File: src/rtl/intc_bid_pkg.sv
package intc_bid_pkg;

   localparam int DEF_BASE_W  = 36;
   localparam int DEF_ID_W    = 32;
   localparam int DEF_WID_W   = 8;
   localparam int DEF_BSP_BIT = 8;
   localparam int DEF_EXT_BIT = 10;
   localparam int DEF_EN_BIT  = 11;
   localparam int DEF_ADDR_LO = 12;

   // source selected for the working identifier on the next edge
   typedef enum logic [1:0] {
      WID_HOLD    = 2'd0,
      WID_CFG     = 2'd1,
      WID_RESTORE = 2'd2,
      WID_SW      = 2'd3
   } wid_src_e;

endpackage

File: src/rtl/intc_bid_base_reg.sv
module intc_bid_base_reg
   import intc_bid_pkg::*;
#(
   parameter int BASE_W  = DEF_BASE_W,
   parameter int BSP_BIT = DEF_BSP_BIT,
   parameter int EXT_BIT = DEF_EXT_BIT,
   parameter int EN_BIT  = DEF_EN_BIT,
   parameter int ADDR_LO = DEF_ADDR_LO,
   parameter logic [BASE_W-1:0] DEFAULT_BASE = 'hFEE00000
) (
   input  logic              clk,
   input  logic              rst_n,
   input  logic              full_rst,
   input  logic              wr_en,
   input  logic [BASE_W-1:0] wr_data,
   input  logic              bsp_we,
   input  logic              bsp_val,
   output logic [BASE_W-1:0] base_q,
   output logic              ext_rise,
   output logic              ext_q,
   output logic              bsp_q
);

   localparam logic [BASE_W-1:0] ONE       = {{(BASE_W-1){1'b0}}, 1'b1};
   localparam logic [BASE_W-1:0] ADDR_MASK = ~((ONE << ADDR_LO) - ONE);
   localparam logic [BASE_W-1:0] EN_MASK   = ONE << EN_BIT;
   localparam logic [BASE_W-1:0] BSP_MASK  = ONE << BSP_BIT;
   localparam logic [BASE_W-1:0] RST_VAL   = (DEFAULT_BASE & ADDR_MASK) | EN_MASK;

   logic [BASE_W-1:0] wr_mask;
   logic [BASE_W-1:0] base_d;

   for (genvar b = 0; b < BASE_W; b++) begin : g_wmask
      if (b >= ADDR_LO || b == EXT_BIT || b == EN_BIT) begin : g_rw
         assign wr_mask[b] = 1'b1;
      end else begin : g_ro
         assign wr_mask[b] = 1'b0;
      end
   end

   always_comb begin
      base_d = base_q;
      if (wr_en) begin
         base_d = (wr_data & wr_mask) | (base_q & BSP_MASK);
      end
      if (bsp_we) begin
         base_d[BSP_BIT] = bsp_val;
      end
   end

   always_ff @(posedge clk or negedge rst_n) begin
      if (!rst_n) begin
         base_q <= RST_VAL;
      end else if (full_rst) begin
         base_q <= RST_VAL | (base_q & BSP_MASK);
      end else begin
         base_q <= base_d;
      end
   end

   assign ext_q    = base_q[EXT_BIT];
   assign bsp_q    = base_q[BSP_BIT];
   assign ext_rise = wr_en && wr_data[EXT_BIT] && !base_q[EXT_BIT];


   full_keeps_bsp_chk: assert property (@(posedge clk) disable iff (!rst_n)
      full_rst |=> (base_q[BSP_BIT] == $past(base_q[BSP_BIT])) && base_q[EN_BIT] && !base_q[EXT_BIT]);


   bsp_designate_chk: assert property (@(posedge clk) disable iff (!rst_n)
      (bsp_we && !full_rst) |=> (base_q[BSP_BIT] == $past(bsp_val)));


   write_keeps_bsp_chk: assert property (@(posedge clk) disable iff (!rst_n)
      (wr_en && !bsp_we && !full_rst) |=> (base_q[BSP_BIT] == $past(base_q[BSP_BIT])));


   write_ext_chk: assert property (@(posedge clk) disable iff (!rst_n)
      (wr_en && !full_rst) |=> (base_q[EXT_BIT] == $past(wr_data[EXT_BIT])));

endmodule

File: src/rtl/intc_bid_id_reg.sv
module intc_bid_id_reg
   import intc_bid_pkg::*;
#(
   parameter int ID_W  = DEF_ID_W,
   parameter int WID_W = DEF_WID_W,
   parameter logic [ID_W-1:0] INIT_ID = '0
) (
   input  logic             clk,
   input  logic             rst_n,
   input  logic             full_rst,
   input  logic             cfg_we,
   input  logic [ID_W-1:0]  cfg_id,
   input  logic             sw_we,
   input  logic [WID_W-1:0] sw_id,
   input  logic             ext_rise,
   input  logic             ext_q,
   output logic [ID_W-1:0]  id_rd
);

   logic [ID_W-1:0]  init_q;
   logic [WID_W-1:0] work_q;
   wid_src_e         src;

   always_comb begin
      src = WID_HOLD;
      if (cfg_we) begin
         src = WID_CFG;
      end else if (ext_rise) begin
         src = WID_RESTORE;
      end else if (sw_we && !ext_q) begin
         src = WID_SW;
      end
   end

   always_ff @(posedge clk or negedge rst_n) begin
      if (!rst_n) begin
         init_q <= INIT_ID;
         work_q <= INIT_ID[WID_W-1:0];
      end else if (full_rst) begin
         work_q <= init_q[WID_W-1:0];
      end else begin
         if (cfg_we) begin
            init_q <= cfg_id;
         end
         case (src)
            WID_CFG:     work_q <= cfg_id[WID_W-1:0];
            WID_RESTORE: work_q <= init_q[WID_W-1:0];
            WID_SW:      work_q <= sw_id;
            default:     work_q <= work_q;
         endcase
      end
   end

   if (WID_W == ID_W) begin : g_rd_same
      assign id_rd = ext_q ? init_q : work_q;
   end else begin : g_rd_ext
      assign id_rd = ext_q ? init_q : {{(ID_W-WID_W){1'b0}}, work_q};
   end


   restore_on_ext_chk: assert property (@(posedge clk) disable iff (!rst_n)
      (ext_rise && !cfg_we && !full_rst) |=> (work_q == $past(init_q[WID_W-1:0])));


   full_reload_chk: assert property (@(posedge clk) disable iff (!rst_n)
      full_rst |=> (work_q == $past(init_q[WID_W-1:0])));


   sw_ignored_ext_chk: assert property (@(posedge clk) disable iff (!rst_n)
      (sw_we && ext_q && !cfg_we && !full_rst) |=> $stable(work_q));


   cfg_load_chk: assert property (@(posedge clk) disable iff (!rst_n)
      (cfg_we && !full_rst) |=> (init_q == $past(cfg_id)) && (work_q == $past(cfg_id[WID_W-1:0])));

endmodule

File: src/rtl/intc_bid_wait_flag.sv
module intc_bid_wait_flag (
   input  logic clk,
   input  logic rst_n,
   input  logic full_rst,
   input  logic init_rst,
   input  logic bsp_q,
   output logic wait_q
);

   always_ff @(posedge clk or negedge rst_n) begin
      if (!rst_n) begin
         wait_q <= 1'b1;
      end else if (full_rst || init_rst) begin
         wait_q <= !bsp_q;
      end
   end


   init_sets_wait_chk: assert property (@(posedge clk) disable iff (!rst_n)
      (full_rst || init_rst) |=> (wait_q == !$past(bsp_q)));


   wait_hold_chk: assert property (@(posedge clk) disable iff (!rst_n)
      !(full_rst || init_rst) |=> $stable(wait_q));

endmodule

File: src/rtl/intc_base_id_regs.sv
module intc_base_id_regs
   import intc_bid_pkg::*;
#(
   parameter int BASE_W  = DEF_BASE_W,
   parameter int ID_W    = DEF_ID_W,
   parameter int WID_W   = DEF_WID_W,
   parameter int BSP_BIT = DEF_BSP_BIT,
   parameter int EXT_BIT = DEF_EXT_BIT,
   parameter int EN_BIT  = DEF_EN_BIT,
   parameter int ADDR_LO = DEF_ADDR_LO,
   parameter logic [BASE_W-1:0] DEFAULT_BASE = 'hFEE00000,
   parameter logic [ID_W-1:0]   INIT_ID      = '0
) (
   input  logic              clk,
   input  logic              rst_n,
   input  logic              full_rst_i,
   input  logic              init_rst_i,
   input  logic              base_we_i,
   input  logic [BASE_W-1:0] base_wdata_i,
   output logic [BASE_W-1:0] base_rdata_o,
   input  logic              bsp_we_i,
   input  logic              bsp_val_i,
   input  logic              cfg_id_we_i,
   input  logic [ID_W-1:0]   cfg_id_i,
   input  logic              lid_we_i,
   input  logic [WID_W-1:0]  lid_wdata_i,
   output logic [ID_W-1:0]   id_rdata_o,
   output logic              wait_startup_o
);

   if (BSP_BIT == EXT_BIT || BSP_BIT == EN_BIT || EXT_BIT == EN_BIT) begin : g_bad_bits
      $error("control bit positions must be distinct");
   end
   if (EN_BIT >= ADDR_LO || EXT_BIT >= ADDR_LO || BSP_BIT >= ADDR_LO || ADDR_LO >= BASE_W) begin : g_bad_addr
      $error("control bits must sit below the address field inside the register");
   end
   if (WID_W > ID_W || WID_W < 1) begin : g_bad_id
      $error("working identifier width must be 1..ID_W");
   end

   logic ext_rise;
   logic ext_q;
   logic bsp_q;

   intc_bid_base_reg #(
      .BASE_W      (BASE_W),
      .BSP_BIT     (BSP_BIT),
      .EXT_BIT     (EXT_BIT),
      .EN_BIT      (EN_BIT),
      .ADDR_LO     (ADDR_LO),
      .DEFAULT_BASE(DEFAULT_BASE)
   ) base_u (
      .clk     (clk),
      .rst_n   (rst_n),
      .full_rst(full_rst_i),
      .wr_en   (base_we_i),
      .wr_data (base_wdata_i),
      .bsp_we  (bsp_we_i),
      .bsp_val (bsp_val_i),
      .base_q  (base_rdata_o),
      .ext_rise(ext_rise),
      .ext_q   (ext_q),
      .bsp_q   (bsp_q)
   );

   intc_bid_id_reg #(
      .ID_W   (ID_W),
      .WID_W  (WID_W),
      .INIT_ID(INIT_ID)
   ) id_u (
      .clk     (clk),
      .rst_n   (rst_n),
      .full_rst(full_rst_i),
      .cfg_we  (cfg_id_we_i),
      .cfg_id  (cfg_id_i),
      .sw_we   (lid_we_i),
      .sw_id   (lid_wdata_i),
      .ext_rise(ext_rise),
      .ext_q   (ext_q),
      .id_rd   (id_rdata_o)
   );

   intc_bid_wait_flag wait_u (
      .clk     (clk),
      .rst_n   (rst_n),
      .full_rst(full_rst_i),
      .init_rst(init_rst_i),
      .bsp_q   (bsp_q),
      .wait_q  (wait_startup_o)
   );

endmodule

File: config.mk
export PLATFORM = sky130hd
export DESIGN_NAME = intc_base_id_regs
export DESIGN_NICKNAME = d
export VERILOG_FILES = /design/src/rtl/intc_bid_pkg.sv /design/src/rtl/intc_bid_base_reg.sv /design/src/rtl/intc_bid_id_reg.sv /design/src/rtl/intc_bid_wait_flag.sv /design/src/rtl/intc_base_id_regs.sv
export SDC_FILE = /design/constraint.sdc
export NUM_CORES = 1
export LEC_CHECK = 0
export BUFFER_PORTS_ARGS = -buffer_cell sky130_fd_sc_hd__buf_4
export CORE_ASPECT_RATIO = 0.8
export CORE_UTILIZATION = 49
export CTS_BUF_LIST = sky130_fd_sc_hd__clkbuf_2
export DETAILED_ROUTE_END_ITERATION = 8
export PLACE_DENSITY_LB_ADDON = 0.2
export SETUP_SLACK_MARGIN = 0.4
export SLEW_MARGIN = 20
export SYNTH_ARGS = -nofsm -noshare
export SYNTH_HDL_FRONTEND = slang
export SYNTH_SLANG_ARGS = --single-unit
File: constraint.sdc
create_clock -name clk -period 3.65 [get_ports clk]
set_input_delay 1.095 -clock clk [delete_from_list [all_inputs] [get_ports clk]]
set_output_delay 1.095 -clock clk [all_outputs]
set_load 0.03 [all_outputs]
# --- Word-level counts from Yosys, hierarchy flattened ---
# Cells that the tools add are included.
# W data, S select, Z words.
word_totals:
  inputBits: 85
  register_bits: 77
  output_inout_bits: 69
classes:
  n_reduce_logical: 11
  eq_ne: 3
  bitwise_logic: 2
  muxes: 9
ops:
  columns: ["op", "n"]
  rows:
  - ["$mux W36", 2]
  - ["$or A36 B9 Y36", 1]
  - ["$mux W32", 1]
  - ["$pmux W8 S3", 1]
  - ["$mux W8", 1]
  - ["$mux W2", 3]
  - ["$eq A2 B2 Y1 const B", 2]
  - ["$reduce_and A2 Y1", 2]
  - ["$reduce_bool A2 Y1", 2]
  - ["$reduce_bool A4 Y1", 1]
  - ["$logic_and A1 B1 Y1", 3]
  - ["$eq A2 B1 Y1 const B", 1]
  - ["$logic_not A1 Y1", 2]
  - ["$logic_or A1 B1 Y1", 1]
  - ["$mux W1", 1]
  - ["$not A1 Y1", 1]

# --- Longest topological paths before layout ---
logic_depth:
  ltp_word: 8
  mapped_depth: 7
  mapped_depth_nobuf: 4

# --- Modules after synthesis ---
# From an unflattened synthesis, not the netlist that was laid out.
hier_totals:
  hier_cells: 247
  hier_area_um2: 3178.0
by_module_without_submodules:
  columns: ["mod", "cells_each", "n_inst", "seq_area_each_um2", "area_per_inst_um2"]
  rows:
  - ["intc_bid_id_reg", 142, 1, 1001.0, 1915.6]
  - ["intc_bid_base_reg", 102, 1, 689.4, 1222.4]
  - ["intc_bid_wait_flag", 3, 1, 26.3, 40.0]

# --- Worst setup path after synthesis ---
# OpenSTA, ideal clock, no wires.
synth_path:
  path_kind: "register to output"
  from: "register base_u.base_q[10]"
  to: "output port id_rdata_o[3]"
  path_stages_with_launch: 4
  setup_slack_ns: 1.307
  arrival_time_ns: 1.248
  required_time_ns: 2.555
  n_path_buf: 2
  cell_sequence: "dfrtp_1 buf_2 clkbuf_1 mux2_2"
synth_between:
  elab_chain_len: 1
synth_rtl:
  columns: ["element", "line_no", "rtl"]
  rows:
  - ["from (decl)", "intc_bid_base_reg.sv:18", "output logic [BASE_W-1:0] base_q,"]
  - ["from (signal assigned)", "intc_bid_base_reg.sv:55", "base_q <= RST_VAL | (base_q & BSP_MASK);"]
  - ["from (signal assigned)", "intc_bid_base_reg.sv:57", "base_q <= base_d;"]
  - ["$mux W32", "intc_bid_id_reg.sv:57", "assign id_rd = ext_q ? init_q : {{(ID_W-WID_W){1'b0}}, work_q};"]
  - ["to (decl)", "intc_base_id_regs.sv:27", "output logic [ID_W-1:0] id_rdata_o,"]
# Every way passes these cells.

# --- Worst setup path after layout ---
layout_path:
  from: "register base_u.base_q[10]"
  to: "output port id_rdata_o[0]"
# The elaborated chain is that of the path after synthesis.

==> results.ini <==
[global_routing]
gr-total-overflow=0
grtUsageTotal=0.215
grt_pass1_wl_mm=11.0
grt_most_used_layer=met2
grt_max_degree=69
grt_pass1_vias=2316
grt_use_met1=0.246
use_met2=0.374
use_met3=0.0849
antenna_found_initial=0

[die]
dieArea_mm2=0.00680
fp.dieW_um=92.0
start_util=0.523
die_height_um=74.0
ios=154
coreArea_mm2=0.00607
row_count=25

[pwr]
internal-power_mw=1.15
switchingPower_uw=530
p_per_area_mw_per_mm2=398
pwr-share-comb=0.269
switching_share=0.314
p_leak_nw=2.09
design_power_total_mw=1.68
ir_drop_uv=252
power_frac_seq=0.533
p_clk_frac=0.199

[layout]
fin_nets=465
syn_to_final_growth_pct=33.3
drive_gt1_frac=0.556
insertedDiodeCount=0
stdcell_area_mm2=0.00423
final.fill_count=472

[hold_path]
hold_path_class=flip-flop to flip-flop

[routing]
first_pass_iters=4
drc=0
wl_per_cell_um=14.8
drt_iter0_markers=56
ant_nets=0
vias_per_cell=5.00
via_count=2330
wirelength_mm=6.92

[clock_network]
root_buffer=clkbuf_2
clock_latency_ns=0.50
cts.repair.resized=1
clk_pin_slew_ns=0.16
htreeDepth=3
cts_tree=yes
cts_setup_buffers=0
cts_num_sinks=68
numCtsBuffers=9
cts_hold_buf=0
cts.path.max_buffers=2

[outcome]
status=finished clean

[logic_synthesis]
synth_top_family_by_area=multiplexers
synth_fa_ha_area_frac=0
synth-compound-area-share=0.101
syn_inst=253
synth_seq_cells=68
yosysUniqueCellTypes=27
netlist.area_leader.share=0.442
synth-simple-area-share=0.108
yosysWarnings=0
syn_area_per_cell_um2=12.5
yosysSeqAreaShare=0.541
synthTopCellsByArea=dfrtp_1 (44%), mux2_2 (14%), dfstp_2 (9.9%), and2_1 (6.7%), mux2i_1 (4.4%)
synth_xor_area_frac=0
async_reset_ff_frac=1.00
synth_edf_count=0
synth_flop_cell=dfrtp_1
syn_area_mm2=0.00317
muxShareOfSynthArea=0.190
synth_largest_area_cell=dfrtp_1

[sta]
setup_viol=0
holdWs_ns=0.484
post-route-period-util=0.798
hold_violations=0
rsz0062_at_grt=no
fin_ws_ns=0.737
fmax_mhz=343
fin_worst_skew_ns=0.0292
worst_slew_pin_slew_ns=0.841
finalSetupTns_ns=0
relSlewSlack=0.440
period_needed_ns=2.91
slew_violations=0

[critical_path]
cp.required_ns=2.55
end_kind=primary output
crit_type=flip-flop to primary output
worstPathMaxFanout=29
cp.arrival_ns=1.82
cp-start-kind=flip-flop

[placement]
place_area_mm2=0.00415
place_hpwl_mm=4.72
io_buffers=134
place_congestion=0.724
post-place-ws_ns=0.957

[run]
cap_violations=0

-- per-stage QoR --
stage,util,std cells
global placement,0.684,450
floorplan,-,261
detailed placement,0.684,450
global route,0.697,466
CTS,0.697,466
finish,0.697,466
-- layout by cell type, fill, tap and decap left out, types with 2 or more instances in the layout --
| cell | instances |
|---|---|
| conb_1 | 9 |
| clkinv_2 | 3 |
| o21ai_2 | 8 |
| a21oi_1 | 2 |
| and2_1 | 34 |
| nor2_1 | 18 |
| a211o_1 | 11 |
| a22oi_1 | 16 |
| mux2i_1 | 14 |
| dfstp_2 | 12 |
| buf_4 | 136 |
| dfrtp_1 | 55 |
| clkbuf_2 | 12 |
| mux2_2 | 39 |
| mux2_1 | 2 |
-- critical path, cell delays in order, from the launching register on --
cell	delay, ns
dfrtp_2	0.75
mux2_2	0.41
buf_4	0.17
-- sequential cells by signal (all words and copies together) (netlist names), named ones only --
signal	flops
id_u.work_q	8
id_u.init_q	32
wait_u.wait_q	1
base_u.base_q	26
-- synth_stat cells, types with 2 or more instances --
cell and n:
dfrtp_1 56, mux2_2 39, and2_1 34, nor2_1 18, a22oi_1 16, buf_4 14, mux2i_1 14, dfstp_2 12
a211o_1 11, clkbuf_1 9, o21ai_2 8, buf_6 3, a21oi_1 2, buf_2 2, mux2_1 2, nor2b_1 2
-- final cells by class --
type | instances | area, um^2 | share of cell area
clock buffer | 12 | 60.1 | 0.0142
sequential | 68 | 1720 | 0.406
clock inverter | 4 | 18.8 | 0.00444
multi-input combinational | 164 | 1310 | 0.309
tap | 81 | 101 | 0.0240
inverter | 1 | 3.75 | 0.000888
timing repair buffer | 136 | 1020 | 0.241
-- path summary, 6_finish.rpt --
| check | startpoint | to | slack, ns | depth (start not counted) |
|---|---|---|---|---|
| setup / recovery | base_u.base_q[10]$_DFFE_PN0P_ | id_rdata_o[0] | 0.74 | 2 |
| hold / removal | flip-flop | wait_u.wait_q$_DFFE_PN1P_ | 0.48 | 1 |
| setup reg to reg | base_u.base_q[10]$_DFFE_PN0P_ | id_u.work_q[5]$_DFFE_PN0P_ | 1.78 | 3 |
| hold reg to reg | flip-flop | wait_u.wait_q$_DFFE_PN1P_ | 0.48 | 1 |
| max in group asynchronous | rst_n | base_u.base_q[10]$_DFFE_PN0P_ | 2.37 | 1 |
| min in group asynchronous | rst_n | base_u.base_q[15]$_DFFE_PN0P_ | 0.67 | 1 |
-- logic make-up after synthesis --
logic type      after synthesis
flops                        68
simple gates                 59
mux                          55
compound gates               41
buf+inv                      29
other cells                   1
-- routing by layer --
| metal | vias up | routed length, um | share of wire |
|---|---|---|---|
| met4 | 0 | 89 | 0.013 |
| met2 | 91 | 3400 | 0.49 |
| met1 | 1115 | 2820 | 0.41 |
| met3 | 10 | 597 | 0.086 |
| met5 | - | 0 | 0 |
| li1 | 1114 | - | - |
-- power groups by stage --
stage | clock, mW | combinational [mW] | sequential (mW)
final | 0.335 | 0.452 | 0.897
after detailed placement | 0 | 0.457 | 0.911
after global placement | 0 | 0.448 | 0.905
after global routing | 0.381 | 0.485 | 0.910
after CTS | 0.359 | 0.458 | 0.898
after floorplan | 0 | 0.258 | 0.934
Note: power is estimated with default switching activity, not from simulation.
